**config.mk**
```make
export PLATFORM = sky130hd
export DESIGN_NAME = swb_codec
export DESIGN_NICKNAME = d
export VERILOG_FILES = /design/src/rtl/swb_pkg.sv /design/src/rtl/swb_tx.sv /design/src/rtl/swb_rx.sv /design/src/rtl/swb_gap.sv /design/src/rtl/swb_codec.sv
export SDC_FILE = /design/constraint.sdc
export NUM_CORES = 1
export LEC_CHECK = 0
export BUFFER_PORTS_ARGS = -buffer_cell sky130_fd_sc_hd__buf_2
export CORE_MARGIN = 4
export CORE_UTILIZATION = 24
export CTS_CLUSTER_DIAMETER = 100
export DETAILED_ROUTE_END_ITERATION = 16
export HOLD_SLACK_MARGIN = 0.08
export PLACE_DENSITY = 0.4
export SLEW_MARGIN = 20
export SYNTH_ARGS = -nofsm -noshare
export SYNTH_HDL_FRONTEND = slang
export SYNTH_SLANG_ARGS = --single-unit
```
**constraint.sdc**
```tcl
create_clock -name clk -period 2.13 [get_ports clk]
set_input_delay 0 -clock clk [delete_from_list [all_inputs] [get_ports clk]]
set_output_delay 0 -clock clk [all_outputs]
set_load 0.01 [all_outputs]
```
**src/rtl/swb_pkg.sv**
```systemverilog
package swb_pkg;
  typedef logic [7:0] swb_byte_t;

  // width of a counter that must hold values 0..n
  function automatic int swb_cw(input int n);
    return (n < 2) ? 1 : $clog2(n + 1);
  endfunction
endpackage

```
**src/rtl/swb_tx.sv**
```systemverilog
module swb_tx
  import swb_pkg::*;
#(
  parameter int PULSE_CYC = 217,
  parameter int GAP_CYC   = 217,
  parameter int BIT_CYC   = 1950
) (
  input  logic      clk,
  input  logic      rst_n,
  input  swb_byte_t data,
  input  logic      valid,
  input  logic      gap_ok,
  output logic      ready,
  output logic      busy,
  output logic      drive_low
);
  localparam int CW = swb_cw(BIT_CYC);
  localparam logic [CW-1:0] P_C    = CW'(PULSE_CYC);
  localparam logic [CW-1:0] Z_BEG  = CW'(PULSE_CYC + GAP_CYC);
  localparam logic [CW-1:0] Z_END  = CW'(2 * PULSE_CYC + GAP_CYC);
  localparam logic [CW-1:0] B_LAST = CW'(BIT_CYC - 1);

  logic [CW-1:0] cnt;
  logic [2:0]    idx;
  swb_byte_t     sh;

  assign ready = !busy && gap_ok;

  always_ff @(posedge clk or negedge rst_n) begin
    if (!rst_n) begin
      busy <= 1'b0;
      cnt  <= '0;
      idx  <= '0;
      sh   <= '0;
    end else if (!busy) begin
      if (valid && ready) begin
        busy <= 1'b1;
        sh   <= data;
        cnt  <= '0;
        idx  <= '0;
      end
    end else if (cnt == B_LAST) begin
      cnt <= '0;
      if (idx == 3'd7) begin
        busy <= 1'b0;
      end else begin
        idx <= idx + 3'd1;
        sh  <= {1'b0, sh[7:1]};
      end
    end else begin
      cnt <= cnt + 1'b1;
    end
  end

  always_comb begin
    drive_low = 1'b0;
    if (busy) begin
      if (cnt < P_C) drive_low = 1'b1;
      else if (!sh[0] && cnt >= Z_BEG && cnt < Z_END) drive_low = 1'b1;
    end
  end
endmodule

```
**src/rtl/swb_rx.sv**
```systemverilog
module swb_rx
  import swb_pkg::*;
#(
  parameter int ZWIN_CYC  = 1000,
  parameter int RXTMO_CYC = 4000
) (
  input  logic      clk,
  input  logic      rst_n,
  input  logic      io_in,
  input  logic      en,
  output logic      line_rise,
  output swb_byte_t rx_data,
  output logic      rx_valid
);
  localparam int WCW = swb_cw(ZWIN_CYC);
  localparam int TCW = swb_cw(RXTMO_CYC);
  localparam logic [WCW-1:0] W_LAST = WCW'(ZWIN_CYC - 1);
  localparam logic [TCW-1:0] T_LIM  = TCW'(RXTMO_CYC);

  logic [2:0]     sync;
  logic           fall;
  logic           in_bit;
  logic           second;
  logic           bitval;
  logic [WCW-1:0] wcnt;
  logic [TCW-1:0] tcnt;
  logic [2:0]     bcnt;
  swb_byte_t      sh;

  assign fall      = en && !sync[1] && sync[2];
  assign line_rise = en && sync[1] && !sync[2];
  assign bitval    = !(second || fall);

  always_ff @(posedge clk or negedge rst_n) begin
    if (!rst_n) sync <= 3'b111;
    else        sync <= {sync[1:0], io_in};
  end

  always_ff @(posedge clk or negedge rst_n) begin
    if (!rst_n) begin
      in_bit   <= 1'b0;
      second   <= 1'b0;
      wcnt     <= '0;
      tcnt     <= '0;
      bcnt     <= '0;
      sh       <= '0;
      rx_data  <= '0;
      rx_valid <= 1'b0;
    end else begin
      rx_valid <= 1'b0;
      if (!en) begin
        in_bit <= 1'b0;
        bcnt   <= '0;
        tcnt   <= '0;
      end else if (!in_bit) begin
        if (fall) begin
          in_bit <= 1'b1;
          second <= 1'b0;
          wcnt   <= '0;
          tcnt   <= '0;
        end else if (bcnt != 3'd0) begin
          if (tcnt == T_LIM) begin
            bcnt <= '0;
            tcnt <= '0;
          end else begin
            tcnt <= tcnt + 1'b1;
          end
        end
      end else begin
        if (tcnt != T_LIM) tcnt <= tcnt + 1'b1;
        if (fall) second <= 1'b1;
        if (wcnt == W_LAST) begin
          in_bit <= 1'b0;
          sh     <= {bitval, sh[7:1]};
          bcnt   <= bcnt + 3'd1;
          if (bcnt == 3'd7) begin
            rx_data  <= {bitval, sh[7:1]};
            rx_valid <= 1'b1;
          end
        end else begin
          wcnt <= wcnt + 1'b1;
        end
      end
    end
  end
endmodule

```
**src/rtl/swb_gap.sv**
```systemverilog
module swb_gap
  import swb_pkg::*;
#(
  parameter int TURN_CYC = 3000
) (
  input  logic clk,
  input  logic rst_n,
  input  logic line_rise,
  output logic gap_ok
);
  localparam int QCW = swb_cw(TURN_CYC);
  localparam logic [QCW-1:0] Q_LIM = QCW'(TURN_CYC);

  logic [QCW-1:0] qcnt;

  assign gap_ok = (qcnt == Q_LIM);

  always_ff @(posedge clk or negedge rst_n) begin
    if (!rst_n)         qcnt <= Q_LIM;
    else if (line_rise) qcnt <= '0;
    else if (!gap_ok)   qcnt <= qcnt + 1'b1;
  end
endmodule

```
**src/rtl/swb_codec.sv**
```systemverilog
module swb_codec
  import swb_pkg::*;
#(
  parameter int PULSE_CYC = 217,
  parameter int GAP_CYC   = 217,
  parameter int BIT_CYC   = 1950,
  parameter int ZWIN_CYC  = 1000,
  parameter int TURN_CYC  = 3000,
  parameter int RXTMO_CYC = 4000
) (
  input  logic       clk,
  input  logic       rst_n,
  input  logic [7:0] tx_data,
  input  logic       tx_valid,
  output logic       tx_ready,
  output logic [7:0] rx_data,
  output logic       rx_valid,
  input  logic       io_in,
  output logic       io_drive_low
);
  logic tx_busy;
  logic gap_ok;
  logic line_rise;

  swb_tx #(.PULSE_CYC(PULSE_CYC), .GAP_CYC(GAP_CYC), .BIT_CYC(BIT_CYC)) u_tx (
    .clk(clk), .rst_n(rst_n), .data(tx_data), .valid(tx_valid),
    .gap_ok(gap_ok), .ready(tx_ready), .busy(tx_busy), .drive_low(io_drive_low)
  );

  swb_rx #(.ZWIN_CYC(ZWIN_CYC), .RXTMO_CYC(RXTMO_CYC)) u_rx (
    .clk(clk), .rst_n(rst_n), .io_in(io_in), .en(!tx_busy),
    .line_rise(line_rise), .rx_data(rx_data), .rx_valid(rx_valid)
  );

  swb_gap #(.TURN_CYC(TURN_CYC)) u_gap (
    .clk(clk), .rst_n(rst_n), .line_rise(line_rise), .gap_ok(gap_ok)
  );
endmodule

```
# ---- Word level (Yosys, flattened, before mapping)
# Cells that the tools add are included.
dict set report word_totals {
  ff_bits 82
  input_bits 12
  elab_cells 111
}
dict set report op_classes {
  addsub 6
  magnitude_cmp 3
  eq_ne 14
  muxes 46
  bitwise_logic 1
  reduce_logical 27
}
# operator n
set op_table {}
lappend op_table {{12-bit two-way mux} 8}
lappend op_table {{11-bit two-way mux} 3}
lappend op_table {{8-bit two-way mux} 4}
lappend op_table {{10-bit two-way mux} 3}
lappend op_table {{3-bit two-way mux} 10}
lappend op_table {{12-bit by 1-bit adder with 12-bit output, second input constant} 2}
lappend op_table {{12-bit equality test, second input constant} 2}
lappend op_table {{1-bit two-way mux} 18}
lappend op_table {{12-bit != test, second input constant} 1}
lappend op_table {{11-bit by 1-bit adder with 11-bit output, second input constant} 1}
lappend op_table {{11-bit equality test, second input constant} 1}
lappend op_table {{11-bit by 9-bit >= comparator with 1-bit output, second input constant} 1}
lappend op_table {{11-bit by 10-bit less-than comparator with 1-bit output, second input constant} 1}
lappend op_table {{11-bit by 8-bit less-than comparator with 1-bit output, second input constant} 1}
lappend op_table {{10-bit by 1-bit adder with 10-bit output, second input constant} 1}
lappend op_table {{10-bit equality test, second input constant} 1}
lappend op_table {{3-bit != test, second input constant} 3}
lappend op_table {{3-bit AND reduction} 3}
lappend op_table {{3-bit nonzero test} 3}
lappend op_table {{1-bit logical AND} 8}
lappend op_table {{2-bit != test, second input constant} 4}
lappend op_table {{4-bit AND reduction} 2}
lappend op_table {{3-bit by 1-bit adder with 3-bit output, second input constant} 2}
lappend op_table {{3-bit equality test, second input constant} 2}
lappend op_table {{other kinds (6)} 12}

# ---- Depth between registers and ports, before layout
# Gate-level depths: netlist of run 1.
dict set report depth {
  ltp_word 6
  depth_mapped 8
  ltp_nobuf 7
}

# ---- Hierarchy
# Synthesis of run 1 repeated with hierarchy kept, for this count alone.
dict set report unflattened {
  hier_cells 405
  area_unflattened_um2 4337.9
}
# mod instances cells_each area_per_inst_um2
set modules_own_cells {}
lappend modules_own_cells {swb_rx 1 194 2210.9}
lappend modules_own_cells {swb_tx 1 145 1462.7}
lappend modules_own_cells {swb_gap 1 65 660.6}
lappend modules_own_cells {swb_codec 1 1 3.8}

# ---- Worst setup path before layout of run 1
# OpenSTA, ideal clock, no wires.
dict set report synth_path {
  path_type {flip-flop to flip-flop}
  from {reg u_rx.tcnt[4]}
  to {reg u_rx.tcnt[5]}
  setup_time_ns 0.145
  t_arrival_ns 1.723
  t_required_ns 1.985
  path_slack_ns 0.261
  path_stages_with_launch 7
  n_path_buf 1
  path_cell_list {dfrtp_1 -> or3b_1 -> or3_1 -> and3_1 -> buf_6 -> a41oi_1 -> a31oi_1}
}
dict set report synth_via {
  elab_chain_len 6
  word_cells_on_any_way 11
  classes_between {add/sub: 1; eq/ne: 3; mux: 6; reduce/logical: 1}
}
# element line
set synth_rtl {}
lappend synth_rtl {{start: declaration} swb_rx.sv:26} ;# logic [TCW-1:0] tcnt;
lappend synth_rtl {{start signal: assignment} swb_rx.sv:66} ;# tcnt <= tcnt + 1'b1;
lappend synth_rtl {{start signal: assignment} swb_rx.sv:70} ;# if (tcnt != T_LIM) tcnt <= tcnt + 1'b1;
lappend synth_rtl {{12-bit by 1-bit adder with 12-bit output or 12-bit equality test (tied branches)} {swb_rx.sv:66, swb_rx.sv:70, swb_rx.sv:62}}
lappend synth_rtl {{12-bit two-way mux} swb_rx.sv:62} ;# if (tcnt == T_LIM) begin
lappend synth_rtl {{12-bit two-way mux} swb_rx.sv:61} ;# end else if (bcnt != 3'd0) begin
lappend synth_rtl {{12-bit two-way mux} swb_rx.sv:56} ;# if (fall) begin
lappend synth_rtl {{12-bit two-way mux} swb_rx.sv:55} ;# end else if (!in_bit) begin
lappend synth_rtl {{12-bit two-way mux} swb_rx.sv:51} ;# if (!en) begin
# Several ways; a longest one is shown, not always the timed one. The select of a mux whose other input is x is not followed.
# A chain may end at the register's enable or synchronous reset.

# ---- Final worst setup path of run 1
dict set report layout_path {
  from {reg u_tx.cnt[1]}
  to {out io_drive_low}
}
dict set report layout_via {
  elab_chain_len 6
  word_cells_on_any_way 8
  classes_between {order compare: 3; mux: 3; reduce/logical: 2}
}
# element line
set layout_rtl {}
lappend layout_rtl {{start: declaration} swb_tx.sv:23} ;# logic [CW-1:0] cnt;
lappend layout_rtl {{start signal: assignment} swb_tx.sv:51} ;# cnt <= cnt + 1'b1;
lappend layout_rtl {{11-bit by 9-bit >= comparator with 1-bit output} swb_tx.sv:59} ;# else if (!sh[0] && cnt >= Z_BEG && cnt < Z_END) drive_low = 1'b1;
lappend layout_rtl {{1-bit logical AND (2 in series)} swb_tx.sv:59}
lappend layout_rtl {{1-bit two-way mux} swb_tx.sv:59}
lappend layout_rtl {{1-bit two-way mux (*)} swb_tx.sv:58} ;# if (cnt < P_C) drive_low = 1'b1;
lappend layout_rtl {{1-bit two-way mux (*)} swb_tx.sv:57} ;# if (busy) begin
lappend layout_rtl {{end: declaration} swb_codec.sv:19} ;# output logic io_drive_low
# Mark *: on every way between the ends. The rest lies on a longest branch, timed or not.

==> results of run 1 <==
worst register-to-register path: stages (launching register included):
cell and delay (ns):
dfrtp_2 0.41, buf_6 0.13, inv_1 0.05, ha_1 0.14, nand3_1 0.21, nor3_4 0.35, nand2b_4 0.13, a21oi_4 0.27
o221a_2 0.23
state kept, by name, summed over array words and instances (netlist names):
signal         count
u_rx.wcnt         10
u_rx.bcnt          3
u_rx.sh            7
u_rx.second        1
u_rx.sync          3
u_tx.idx           3
u_rx.tcnt         12
u_tx.busy          1
u_tx.cnt          11
u_rx.rx_valid      1
u_tx.sh            8
u_rx.rx_data       8
u_rx.in_bit        1
u_gap.qcnt        12
where the power goes:
group          total, uW  leakage (uW)  switching (uW)  internal [uW]
Sequential          1900      0.000981             193           1700
Combinational        495       0.00120             244            251
Clock               1490      0.000137             675            810
Total               3880       0.00232            1110           2770
cells in the final DEF, fill, tap and decap left out, types with 4 or more instances in the layout:
| cell type | n |
|---|---|
| nand3_1 | 15 |
| dfrtp_1 | 69 |
| o21a_1 | 4 |
| inv_6 | 4 |
| xnor2_1 | 5 |
| dfstp_2 | 10 |
| or3_1 | 5 |
| a21o_1 | 7 |
| o31ai_1 | 4 |
| xor2_1 | 8 |
| nor2_1 | 36 |
| nor3_1 | 11 |
| buf_4 | 26 |
| o21ai_0 | 29 |
| mux2i_1 | 7 |
| nand2_1 | 25 |
| a22o_1 | 4 |
| buf_2 | 20 |
| a31oi_1 | 7 |
| nand4_1 | 12 |
| dlygate4sd3_1 | 10 |
| nor4_1 | 5 |
| nand2b_1 | 10 |
| mux2_2 | 18 |
| ha_1 | 13 |
| o221a_2 | 8 |
| and3_1 | 7 |
| a21oi_1 | 14 |
| clkbuf_16 | 9 |
| inv_1 | 15 |
stage by stage:
stage          std cells  total power, uW  area (sq um)  worst slack, ns
6_report             680             3880          5090           0.0291
4_1_cts              680             3950          5050           0.0186
2_1_floorplan        399             2210          4140            0.261
5_1_grt              680             4120          5090          -0.0115
3_3_place_gp         652             2400          4650            0.171
3_5_place_dp         652             2410          4650            0.142
cells by family (layout without fill, tap and decap cells):
| kind of cell | after synthesis | in the layout | share of synthesized area, % |
|---|---|---|---|
| adder cells (fa/ha/maj) | 13 | 13 | 3.93 |
| flip-flops | 81 | 81 | 49.3 |
| buffers and inverters | 29 | 90 | 3.27 |
| AO/OA/AOI/OAI | 90 | 90 | 14.9 |
| multiplexers | 25 | 25 | 6.59 |
| AND/OR/NAND/NOR | 148 | 148 | 19.3 |
| XOR/XNOR | 13 | 13 | 2.75 |
layout make-up:
type | instances | share of cell area, %
flip-flops and latches | 81 | 40.1
clock inverters | 7 | 1.18
multi-input cells | 289 | 39.1
well taps | 220 | 5.41
clock buffers | 9 | 4.43
repair buffers | 59 | 8.61
inverters | 15 | 1.11
repair_timing:
item | in CTS | in global routing
buffers inserted | 2 | 0
hold buffers | 10 | 0
endpoints found under the hold margin | 88 | 0
resized for setup | 2 | 7
pin swaps | 2 | 1
setup endpoints to repair | 1 | 2
routing by layer:
layer	share of wire [%]	up-vias	track usage, %
li1	-	1567	-
met1	50	1541	12.5
met2	46	31	15.1
met3	2.0	13	1.48
met4	2.1	0	4.63
met5	0	-	0
worst max path at each step:
| stage | to | cells after the start |
|---|---|---|
| after floorplan | u_rx.tcnt[5] | 6 |
| after global placement | u_rx.tcnt[2] | 7 |
| after detailed placement | u_rx.tcnt[2] | 7 |
| after CTS | io_drive_low | 6 |
| after global routing | io_drive_low | 6 |
| final | io_drive_low | 6 |
==> flow_summary.ini, run 1 <==
[run_status]
status = complete, no violations

[routing]
drt_iter0_markers = 178
ant_nets = 0
totalWireLength_mm = 9.08
post_drt_wl_per_cell_um = 13.4
drc = 0
via_per_inst = 4.64
first_pass_iters = 4
vias = 3152

[final_layout]
layout.area.seq_sq_um = 2040
fillers = 1742
drive_gt1_share_pct = 24.8
area_growth_pct = 23.0
postLayoutCoreUtil_pct = 30.4
final_nets = 480
antenna_cells = 0
multi_input_area_sq_um = 1990

[cts]
h-tree-depth = 3
cts_max_path_buffers = 2
cts.reportedPaths.clkPinSlew_ns = 0.06
cts.sinks = 81
cts.root.buffer_cell = clkbuf_16
cts_tree = yes
clkLatencyLatePin_ns = 0.34
numCtsBuffers = 9

[timing]
period_minus_slack_ns = 2.10
hold-worst-slack_ns = 0.118
hold_violations = 0
fin_crit_sh_pct = 98.6
setup-violations-final = 0
rsz0062_at_grt = yes
maxSlewViolCount = 0
fmax_ghz = 0.476
max_slew_margin_pct = 65.6
tns_ns = 0
fin_skew_ns = 0.00548
tightest_slew_ns = 0.517

[synthesis]
synthFlopType = dfrtp_1
syn_avg_cell_area_sq_um = 10.4
synth_area_leaders = dfrtp_1, dfstp_2, mux2_2, ha_1, o21ai_0
yosys.area.top_type = dfrtp_1
async_flop_share_pct = 100
syn_area_sq_um = 4140
netlist_instances = 399
ys_ff_latch = 81
synthTopCellsByCount = dfrtp_1, nor2_1, o21ai_0
synth_edf_count = 0
synth_top_cell_area_share_pct = 42.9
synth_most_common_cell = dfrtp_1
yosys_warnings = 0
seq_area_frac_synth_pct = 49.3
syn_nets = 424
synthDistinctLibCells = 54

[pwr]
powerDensity_nw_per_um2 = 762
irDropWorstVdd_mv = 0.334
p_leak_uw = 0.00232

[critical_path]
worstPathCellList = buf_6 > or4_4 > a31oi_4 > nor4b_2 > o221a_2 > buf_6
r2r_slack_ns = 0.15
worst_setup_path_end_kind = primary output
path_common_cell = buf_6
crit_required_ns = 2.13
crit_start = u_tx.cnt[1]
r2r_end = u_tx.sh[6]
cp_slowest_stage_delay_ns = 0.54
arrival_ns = 2.10
r2r_cells = 8
critical_path.top_delay_family = simple AND/OR/NAND/NOR gates
critPathKind = reg -> out
r2r-start = u_tx.cnt[1]
worstSetupStartpointType = register
critPathBufInv = 2
critical-path-slowest-cell = or4_4
cp_max_fo = 7

[worst_hold_path]
holdPathEnd = u_tx.idx[2]
min_from = tx_valid
min-delay-path-class = in -> reg
min_path_cells = 4

[grt]
antenna_found_initial = 0
grt_overflow = 0
grt_pass1_vias = 3177
grt_max_degree = 50
grtUsageTotal_pct = 9.46
grt_pass1_wl_mm = 15.2

[floorplan]
core_sq_um = 16800
die_area_sq_um = 19400
die_h_um = 139
die_w_um = 139
rows = 47
pin_count = 23
initial_core_util_pct = 24.7

[job]
drv_cap = 0

[placed_design]
dp_hpwl_mm = 6.35
port_buffers = 22
gp_congestion = 0.772
Note: power is estimated with default switching activity, not from simulation.
==> inputs of run 2 (changes only) <==
--- a/config.mk
+++ b/config.mk
@@ -8,11 +8,11 @@
 export BUFFER_PORTS_ARGS = -buffer_cell sky130_fd_sc_hd__buf_2
 export CORE_MARGIN = 4
 export CORE_UTILIZATION = 24
-export CTS_CLUSTER_DIAMETER = 100
 export DETAILED_ROUTE_END_ITERATION = 16
 export HOLD_SLACK_MARGIN = 0.08
 export PLACE_DENSITY = 0.4
 export SLEW_MARGIN = 20
 export SYNTH_ARGS = -nofsm -noshare
 export SYNTH_HDL_FRONTEND = slang
+export SYNTH_HIERARCHICAL = 1
 export SYNTH_SLANG_ARGS = --single-unit
==> run 2 against run 1 <==
  * Final cell count grew 2.1%
  * Global-route usage grew 0.14 points
  * Flip-flop and latch count is the same
  * Total power grew 2.8%
  * Sequential share of layout area shrank 1.6 points
  * Via count shrank 0.35%
  * Die area grew 4.6%
  * Combinational power grew 8.9%
  * Cell area grew 4.1%
  * Critical endpoint unchanged
==> flow_summary.ini, run 2 <==
[floorplan]
initial_core_util_pct = 24.8
die_h_um = 142
pin_count = 23
die_area_sq_um = 20300
rows = 48
core_sq_um = 17500
die_w_um = 142

[timing]
period_minus_slack_ns = 2.00
maxSlewViolCount = 0
setup_ws_ns = 0.126
rsz0062_at_grt = no
fin_crit_sh_pct = 94.1
tightest_slew_ns = 0.517
fmax_ghz = 0.499
setup-violations-final = 0
hold_violations = 0
fin_skew_ns = 0.00957
hold-worst-slack_ns = 0.135
max_slew_margin_pct = 65.4

[synthesis]
synth_top_cell_area_share_pct = 41.0
syn_nets = 430
syn_area_sq_um = 4340
synthFlopType = dfrtp_1
ys_ff_latch = 81
yosys_warnings = 6
yosys.area.top_type = dfrtp_1
seq_area_frac_synth_pct = 47.0
synth_edf_count = 0
synthDistinctLibCells = 65
syn_avg_cell_area_sq_um = 10.7
synth_area_leaders = dfrtp_1, dfstp_2, ha_1, nor2_1, mux2_4
synth_most_common_cell = dfrtp_1
netlist_instances = 405
synthTopCellsByCount = dfrtp_1, nor2_1, o21ai_0
async_flop_share_pct = 100

[final_layout]
final_nets = 489
antenna_cells = 0
layout_commonest_cell = dfrtp_1
final_cell_mix = dfrtp_1, nor2_1, buf_4
drive_gt1_share_pct = 25.6
fin_area_sq_um = 5300
instances_no_fill = 694
top_regs = u_gap/qcnt x12, u_rx/tcnt x12, u_tx/cnt x11
area_growth_pct = 22.1

[critical_path]
cp_max_fo = 8
arrival_ns = 2.00
worst_setup_path_end_kind = primary output
r2r_cells = 7
r2r_end = u_rx/tcnt[0]
worstSetupStartpointType = register
worstPathCellList = buf_4 > inv_1 > ha_1 > or4_1 > a311oi_1 > a2111oi_1 > buf_2
r2r-start = u_rx/tcnt[0]
cp_slowest_stage_delay_ns = 0.40
crit_required_ns = 2.13
r2r_slack_ns = 0.14
critPathKind = reg -> out
critical-path-slowest-cell = or4_1
crit_start = u_tx/cnt[0]

[job]
drv_cap = 0

[placed_design]
placed_area_sq_um = 4830
post-place-ws_ns = -0.133
port_buffers = 22
dp_hpwl_mm = 6.40
placed_cells = 664
gp_congestion = 0.718

[routing]
wl_met2_mm = 4.10
wl_met3_um = 223
totalWireLength_mm = 9.01
first_pass_iters = 4
drc = 0
post_drt_wl_per_cell_um = 13.0
dr.max_layer_used = met4
via_per_inst = 4.53
vias = 3141
met1Wirelength_mm = 4.58
ant_nets = 0
drt_iter0_markers = 89

[grt]
grt_pass1_vias = 3142
antenna_found_initial = 0
grtUsageTotal_pct = 9.61
grt_overflow = 0
grt_pass1_wl_mm = 15.8
grt_max_degree = 37

[cts]
cts.reportedPaths.clkPinSlew_ns = 0.07
cts_tree = yes
cts.root.buffer_cell = clkbuf_16
cts.sinks = 81
h-tree-depth = 3
clkLatencyLatePin_ns = 0.34
cts_max_path_buffers = 2
numCtsBuffers = 9

[worst_hold_path]
min-delay-path-class = in -> async

[pwr]
powerDensity_nw_per_um2 = 753
seqPwrFrac_pct = 47.0
p_sw_uw = 1110
irDropWorstVdd_mv = 0.381
combPwrFrac_pct = 13.5
switching_share_pct = 27.8
p_leak_uw = 0.00236
clkPwrFrac_pct = 39.4
internal_power_uw = 2880

[run_status]
status = complete, no violations
run 2: layer usage:
metal,global-route usage (%),up-vias
met2,14.7,24
li1,-,1575
met3,2.25,7
met5,0,-
met4,3.30,0
met1,13.4,1535
run 2: worst max path at each step:
stage                   endpoint  cells past startpoint
floorplan            u_tx/idx[2]                      8
global placement     u_tx/idx[2]                      7
detailed placement   u_tx/idx[1]                      7
CTS                  u_tx/cnt[5]                      8
global route        io_drive_low                      7
finish              io_drive_low                      7
run 2: worst max-delay path, delay by kind of cell, from the launching register on:
| family | cells | cell delay, ns |
|---|---|---|
| AOI/OAI and AO/OA | 2 | 0.37 |
| adders and majority gates | 1 | 0.17 |
| buffers and inverters | 3 | 0.36 |
| DFF | 1 | 0.36 |
| and+or+nand+nor | 1 | 0.40 |
run 2: cell type report:
type	count	area (sq um)
multi-input cells	292	2130
inverters	20	75.1
clock inverters	7	78.8
well taps	225	282
repair buffers	60	463
clock buffers	9	225
flip-flops and latches	81	2040
fillers	1794	12200
run 2: timing repair:
item	in CTS	in global routing
pin swaps	1	2
gates resized for setup	0	3
hold endpoints to repair	88	0
buffers inserted	2	1
setup endpoints to repair	7	7
hold buffers	11	0
run 2: through the flow:
stage	power, uW	util (%)	TNS (ns)
6_report	3990	30.3	0
5_1_grt	4270	30.3	0
4_1_cts	4090	30.2	0
3_5_place_dp	2440	27.6	-0.627
3_3_place_gp	2430	27.6	-0.366
2_1_floorplan	2240	-	0
run 2: cell families after synthesis:
kind of cell	Yosys count	synth area share, %
muxes	29	8.02
DFF	81	47.0
and+or+nand+nor	153	20.7
AOI/OAI and AO/OA	81	13.1
xor gates and xnor gates	16	3.23
buffers and inverters	32	4.15
adders and majority gates	13	3.75
run 2: power by group through the flow:
stage | logic, uW | registers [uW] | clock network, uW
6_report | 539 | 1870 | 1570
5_1_grt | 637 | 1910 | 1730
4_1_cts | 554 | 1880 | 1650
3_5_place_dp | 537 | 1900 | 0
3_3_place_gp | 527 | 1900 | 0
2_1_floorplan | 370 | 1870 | 0
